`src/rtl/wp_pkg.sv`:
```
package wp_pkg;
  localparam int ADDR_W = 17;
  localparam int DATA_W = 16;

  typedef logic [ADDR_W-1:0] addr_t;
  typedef logic [DATA_W-1:0] data_t;

  // Tracker positions: K* = prefix steps, D* = removal steps, OPEN = window
  typedef enum logic [2:0] {
    M_IDLE, M_K1, M_K2, M_OPEN, M_D1, M_D2, M_D3
  } mstate_t;

  typedef enum logic [1:0] { P_NONE, P_SET, P_CLR } pend_t;

  function automatic logic word_is(input addr_t a, input data_t d,
                                   input addr_t ea, input data_t ed);
    return (a == ea) && (d == ed);
  endfunction

  function automatic logic commit_value(input pend_t p, input logic cur);
    case (p)
      P_SET:   return 1'b1;
      P_CLR:   return 1'b0;
      default: return cur;
    endcase
  endfunction
endpackage

```
`src/rtl/wp_matcher.sv`:
```
module wp_matcher
  import wp_pkg::*;
#(
  parameter addr_t K_ADDR_A = 17'h05555,
  parameter addr_t K_ADDR_B = 17'h02AAA,
  parameter data_t K_KEY1   = 16'hAAAA,
  parameter data_t K_KEY2   = 16'h5555,
  parameter data_t K_OPEN   = 16'hA0A0,
  parameter data_t K_OFF1   = 16'h8080,
  parameter data_t K_OFF2   = 16'h2020
) (
  input  logic  clk,
  input  logic  rst_n,
  input  logic  wr,
  input  addr_t addr,
  input  data_t data,
  input  logic  done,
  output logic  ev_cmd,
  output logic  ev_en,
  output logic  ev_dis,
  output logic  win_open
);
  mstate_t st_q, st_d;
  logic hit_k1, hit_k2, hit_en, hit_off1, hit_off2;
  logic step, en, dis;

  assign hit_k1   = word_is(addr, data, K_ADDR_A, K_KEY1);
  assign hit_k2   = word_is(addr, data, K_ADDR_B, K_KEY2);
  assign hit_en   = word_is(addr, data, K_ADDR_A, K_OPEN);
  assign hit_off1 = word_is(addr, data, K_ADDR_A, K_OFF1);
  assign hit_off2 = word_is(addr, data, K_ADDR_A, K_OFF2);

  always_comb begin
    st_d = M_IDLE;
    step = 1'b0;
    en   = 1'b0;
    dis  = 1'b0;
    case (st_q)
      M_IDLE: if (hit_k1) begin step = 1'b1; st_d = M_K1; end
      M_K1:   if (hit_k2) begin step = 1'b1; st_d = M_K2; end
      M_K2: begin
        if (hit_en) begin
          step = 1'b1; en = 1'b1; st_d = M_OPEN;
        end else if (hit_off1) begin
          step = 1'b1; st_d = M_D1;
        end
      end
      M_D1:   if (hit_k1) begin step = 1'b1; st_d = M_D2; end
      M_D2:   if (hit_k2) begin step = 1'b1; st_d = M_D3; end
      M_D3:   if (hit_off2) begin step = 1'b1; dis = 1'b1; st_d = M_OPEN; end
      M_OPEN: st_d = M_OPEN;
      default: st_d = M_IDLE;
    endcase
    if (!wr) begin
      st_d = st_q;
      step = 1'b0;
      en   = 1'b0;
      dis  = 1'b0;
    end
    if (done && st_q == M_OPEN) st_d = M_IDLE;
  end

  always_ff @(posedge clk or negedge rst_n) begin
    if (!rst_n) st_q <= M_IDLE;
    else        st_q <= st_d;
  end

  assign ev_cmd   = step;
  assign ev_en    = en;
  assign ev_dis   = dis;
  assign win_open = (st_q == M_OPEN);
endmodule

```
`src/rtl/wp_flag.sv`:
```
module wp_flag
  import wp_pkg::*;
(
  input  logic clk,
  input  logic rst_n,
  input  logic ev_en,
  input  logic ev_dis,
  input  logic done,
  output logic prot
);
  pend_t pend_q;
  // Held across rst_n on purpose; powers up cleared
  logic  prot_q = 1'b0;

  always_ff @(posedge clk or negedge rst_n) begin
    if (!rst_n)      pend_q <= P_NONE;
    else if (ev_en)  pend_q <= P_SET;
    else if (ev_dis) pend_q <= P_CLR;
    else if (done)   pend_q <= P_NONE;
  end

  always_ff @(posedge clk) begin
    if (done) prot_q <= commit_value(pend_q, prot_q);
  end

  assign prot = prot_q;
endmodule

```
`src/rtl/wp_bank.sv`:
```
module wp_bank
  import wp_pkg::*;
(
  input  logic  clk,
  input  logic  rst_n,
  input  logic  wr,
  input  addr_t addr,
  input  data_t data,
  input  logic  done,
  output logic  pass,
  output logic  swallow,
  output logic  prot,
  output logic  ev_en,
  output logic  ev_dis
);
  logic ev_cmd, win_open, plain;

  wp_matcher u_match (
    .clk(clk), .rst_n(rst_n), .wr(wr), .addr(addr), .data(data),
    .done(done), .ev_cmd(ev_cmd), .ev_en(ev_en), .ev_dis(ev_dis),
    .win_open(win_open)
  );

  wp_flag u_flag (
    .clk(clk), .rst_n(rst_n), .ev_en(ev_en), .ev_dis(ev_dis),
    .done(done), .prot(prot)
  );

  // A write that is neither a command word nor inside an open window
  assign plain   = wr && !win_open && !ev_cmd;
  assign pass    = wr && (win_open || (plain && !prot));
  assign swallow = plain && prot;
endmodule

```
`src/rtl/wp_seq_guard.sv`:
```
module wp_seq_guard
  import wp_pkg::*;
#(
  parameter int NBANK  = 4,
  localparam int BANK_W = (NBANK > 1) ? $clog2(NBANK) : 1
) (
  input  logic              clk,
  input  logic              rst_n,
  input  logic              wr_valid,
  input  logic [BANK_W-1:0] wr_bank,
  input  logic [16:0]       wr_addr,
  input  logic [15:0]       wr_data,
  input  logic [NBANK-1:0]  period_done,
  output logic              pass_wr,
  output logic              swallow_busy,
  output logic [NBANK-1:0]  protected_o
);
  logic [NBANK-1:0] pass_v, swal_v;
  logic [NBANK-1:0] ev_en_w, ev_dis_w;

  for (genvar b = 0; b < NBANK; b++) begin : g_bank
    logic sel;
    assign sel = wr_valid && (wr_bank == BANK_W'(b));
    wp_bank u_bank (
      .clk(clk), .rst_n(rst_n), .wr(sel), .addr(wr_addr), .data(wr_data),
      .done(period_done[b]), .pass(pass_v[b]), .swallow(swal_v[b]),
      .prot(protected_o[b]), .ev_en(ev_en_w[b]), .ev_dis(ev_dis_w[b])
    );
  end

  assign pass_wr      = |pass_v;
  assign swallow_busy = |swal_v;
endmodule

```
`config.mk`:
```
export PLATFORM = sky130hd
export DESIGN_NAME = wp_seq_guard
export DESIGN_NICKNAME = d
export VERILOG_FILES = /design/src/rtl/wp_pkg.sv /design/src/rtl/wp_matcher.sv /design/src/rtl/wp_flag.sv /design/src/rtl/wp_bank.sv /design/src/rtl/wp_seq_guard.sv
export SDC_FILE = /design/constraint.sdc
export NUM_CORES = 1
export LEC_CHECK = 0
export BUFFER_PORTS_ARGS = -buffer_cell sky130_fd_sc_hd__buf_2
export CAP_MARGIN = 20
export CORE_ASPECT_RATIO = 0.75
export CORE_MARGIN = 5
export CORE_UTILIZATION = 58
export CTS_CLUSTER_DIAMETER = 200
export DETAILED_ROUTE_END_ITERATION = 8
export PLACE_DENSITY = 0.84
export SETUP_SLACK_MARGIN = 0.1
export SYNTH_ARGS = -nofsm -noshare
export SYNTH_HDL_FRONTEND = slang
export SYNTH_SLANG_ARGS = --single-unit
```
`constraint.sdc`:
```
create_clock -name clk -period 4.9 [get_ports clk]
set_input_delay 0.245 -clock clk [delete_from_list [all_inputs] [get_ports clk]]
set_output_delay 0.245 -clock clk [all_outputs]
set_load 0.01 [all_outputs]
```
==> qor.yml <==
status: "complete, no violations"
peakVddDrop_v: 0.000198
r2r_start: "g_bank[1].u_bank.u_match.st_q[0]"
grt_pass1_vias: 2106
min_from: "period_done[3]"
total_leakage_power_nw: 0.898
skew_ps: 2.63
synth_nets: 315
hp-class: "primary input to register"
avgSynthCellArea_sq_um: 7.61
cts_num_sinks: 24
hold_viol_final: 0
firstDrtPassIters: 5
ys_ff_latch: 24
synth_area_leaders: "dfrtp_1 (24%), nand2_1 (6.4%), edfxtp_1 (5.9%), nor2_1 (5.7%), a21oi_1 (4.6%)"
start_kind: "primary input"
p_int_mw: 0.308
cts.path.max_buffers: 2
critPathTopFamily: "simple AND/OR/NAND/NOR gates"
gp_congestion: 0.948
routed_wl_mm: 5.61
cp.required_ps: 4660
grt_overflow: 0
placed_area_sq_um: 2280
final-setup-viol-count: 0
pre_cts_slack_ps: 1860
crit_top_cell: "buf_2"
async_flop_share_pct: 83.3
drive_above_1_share_pct: 19.8
post-dp-hpwl_mm: 4.46
clk_latency_ps: 270
cp_num_buf_inv: 2
power_switching_mw: 0.104
critPathMaxFanout: 7
synth_top_cell_by_area: "dfrtp_1"
cp.arrival_ps: 2880
via_count: 2275
dieArea_sq_um: 4830
power_frac_seq_pct: 50.8
min_to: "g_bank[3].u_bank.u_flag.pend_q[0]"
grt_max_degree: 21
wire_per_inst_um: 15.9
relSlewSlack_pct: 37.6
ctsResizeCount: 0
fin_nets: 360
initial_core_util_pct: 61.4
postCtsSetupBuffers: 0
cts_root_buf: "clkbuf_8"
yosysWarnings: 0
port_buffers: 47
cts_tree: "built"
synth_edf_count: 4
viasPerCell: 6.44
drc: 0
worst_pin_slew_ps: 934
syn_to_final_growth_pct: 14.7
timing.rr.end: "g_bank[1].u_bank.u_flag.pend_q[0]"
antenna_cells: 0
timing.critical_path.slowest_cell_delay_ps: 570
fin_area_sq_um: 2350
grtUsageTotal_pct: 24.8
period_minus_slack_ps: 3120
ys_types: 45
fmax_ghz: 0.320
postRouteAntennaNets: 0
cts_buffers: 3
crit_path_start: "wr_data[1]"
combPwrFrac_pct: 16.1
htreeDepth: 1
p_per_area_nw_per_um2: 175
synthMostInstantiatedCell: "nand2_1"
period_share_pct: 63.7
reg2reg_depth: 5
netSwitchingFraction_pct: 25.2
drtIter0Drc: 271
cp_slowest_cell: "nor4_1"
setup_ws_ps: 1780
chipWidth_um: 78.6
synth_top_area_share_pct: 24.4
clockPowerShare_pct: 33.1
crit_path_end_kind: "primary output"
maxCapViolCount: 0
worst-r2r-setup-slack_ps: 3450
worstSetupPathType: "primary input to primary output"
yosys-top-cells-count: "nand2_1 (35), nor2_1 (31), inv_1 (22)"
syn_inst: 269
cts_hold_buf: 1
num-fill-cells: 300
ys_seq_area_share_pct: 30.3
final_cells: 353
rsz0062_at_grt: "false"
core_sq_um: 3330
io_pins: 48
whs_ps: 277
clk_pin_slew_ps: 80
worstPathCellList: "buf_2, nor4_1, and2_1, nand4_1, nor4b_1, nor3_1, or4_1, buf_2"
ys.flop_type: "dfrtp_1"
hold_depth: 3
die_y_um: 61.5
rows: 18
place_inst: 348
fin_setup_tns_ps: 0
syn_area_sq_um: 2050
grt_pass1_wl_mm: 9.47
slew_violations: 0
antenna_found_initial: 0
==> tightest hold or removal path: stages <==
cell and delay (ps):
buf_2 90, nor2_1 50, o2bb2ai_1 120
==> flip-flops by register name (all words and copies together), names as in the netlist <==
name / count
g_bank.u_bank.u_flag.pend_q: 8
g_bank.u_bank.u_match.st_q: 12
g_bank.u_bank.u_flag.prot: 4
==> final cells by class <==
cell class,count,area [sq um],area share [%]
Inverter,22,82.6,3.52
Tap cell,40,50.0,2.13
Timing Repair Buffer,49,253,10.8
Multi-Input combinational cell,214,1290,54.8
Sequential cell,24,621,26.4
Clock buffer,4,55.1,2.34
==> cell usage in the layout (no fill, tap or decap), types with 2 or more instances in the layout <==
cell       Yosys  final
a21boi_0       2      2
a21oi_1       19     19
a311oi_1       3      3
a31oi_1       10     10
and3_1         2      2
buf_2          0     47
clkbuf_8       0      4
dfrtp_1       20     20
edfxtp_1       4      4
ha_1           4      4
inv_1         22     22
mux2i_1        2      2
nand2_1       35     35
nand2b_1       3      3
nand3_1       11     11
nand4_1        7      7
nand4b_1       4      4
nor2_1        31     31
nor2b_1        5      5
nor3_1        14     14
nor3b_1        2      2
nor4_1        14     14
nor4_2         2      2
nor4b_1        4      4
nor4bb_1       4      4
o211ai_1       2      2
o21ai_0        4      4
o22ai_1        2      2
o2bb2ai_1      4      4
o311a_1        2      2
o311ai_0       2      2
or2_2          2      2
or4_1          6      6
or4b_2         2      2
==> metal layers <==
metal / track usage (%) / vias to the layer above / share of wire, %
li1: - / 1098 / -
met1: 34.1 / 1064 / 45
met2: 41.0 / 102 / 46
met3: 4.68 / 11 / 8.3
met4: 6.48 / 0 / 1.2
met5: 0 / - / 0
==> metrics by stage <==
| stage | total power, mW | util (%) |
|---|---|---|
| 3_3_place_gp | 0.277 | 68.5 |
| 4_1_cts | 0.415 | 70.5 |
| 3_5_place_dp | 0.279 | 68.5 |
| 5_1_grt | 0.435 | 70.5 |
| 2_1_floorplan | 0.244 | - |
| 6_report | 0.412 | 70.5 |
==> cells by family after synthesis <==
group	Yosys count	synth area share, %
adders and majority gates	4	2.45
xor gates and xnor gates	1	0.428
buffers and inverters	31	6.78
and+or+nand+nor	155	42.5
muxes	2	0.978
DFF	24	30.3
AOI/OAI and AO/OA	52	16.6
==> how the worst max path moves through the flow <==
stage,endpoint,slack [ps],depth (start not counted)
floorplan,swallow_busy,2330,7
global placement,swallow_busy,2020,8
detailed placement,swallow_busy,1860,8
CTS,swallow_busy,1850,8
global route,swallow_busy,1660,8
finish,swallow_busy,1780,8
==> power groups by stage <==
| stage | Clock (mW) | Sequential (mW) | Combinational, mW |
|---|---|---|---|
| 2_1_floorplan | 0 | 0.213 | 0.0311 |
| 3_3_place_gp | 0 | 0.213 | 0.0639 |
| 3_5_place_dp | 0 | 0.213 | 0.0652 |
| 4_1_cts | 0.140 | 0.209 | 0.0661 |
| 5_1_grt | 0.150 | 0.210 | 0.0759 |
| 6_report | 0.136 | 0.209 | 0.0664 |
Note: power is estimated with default switching activity, not from simulation.
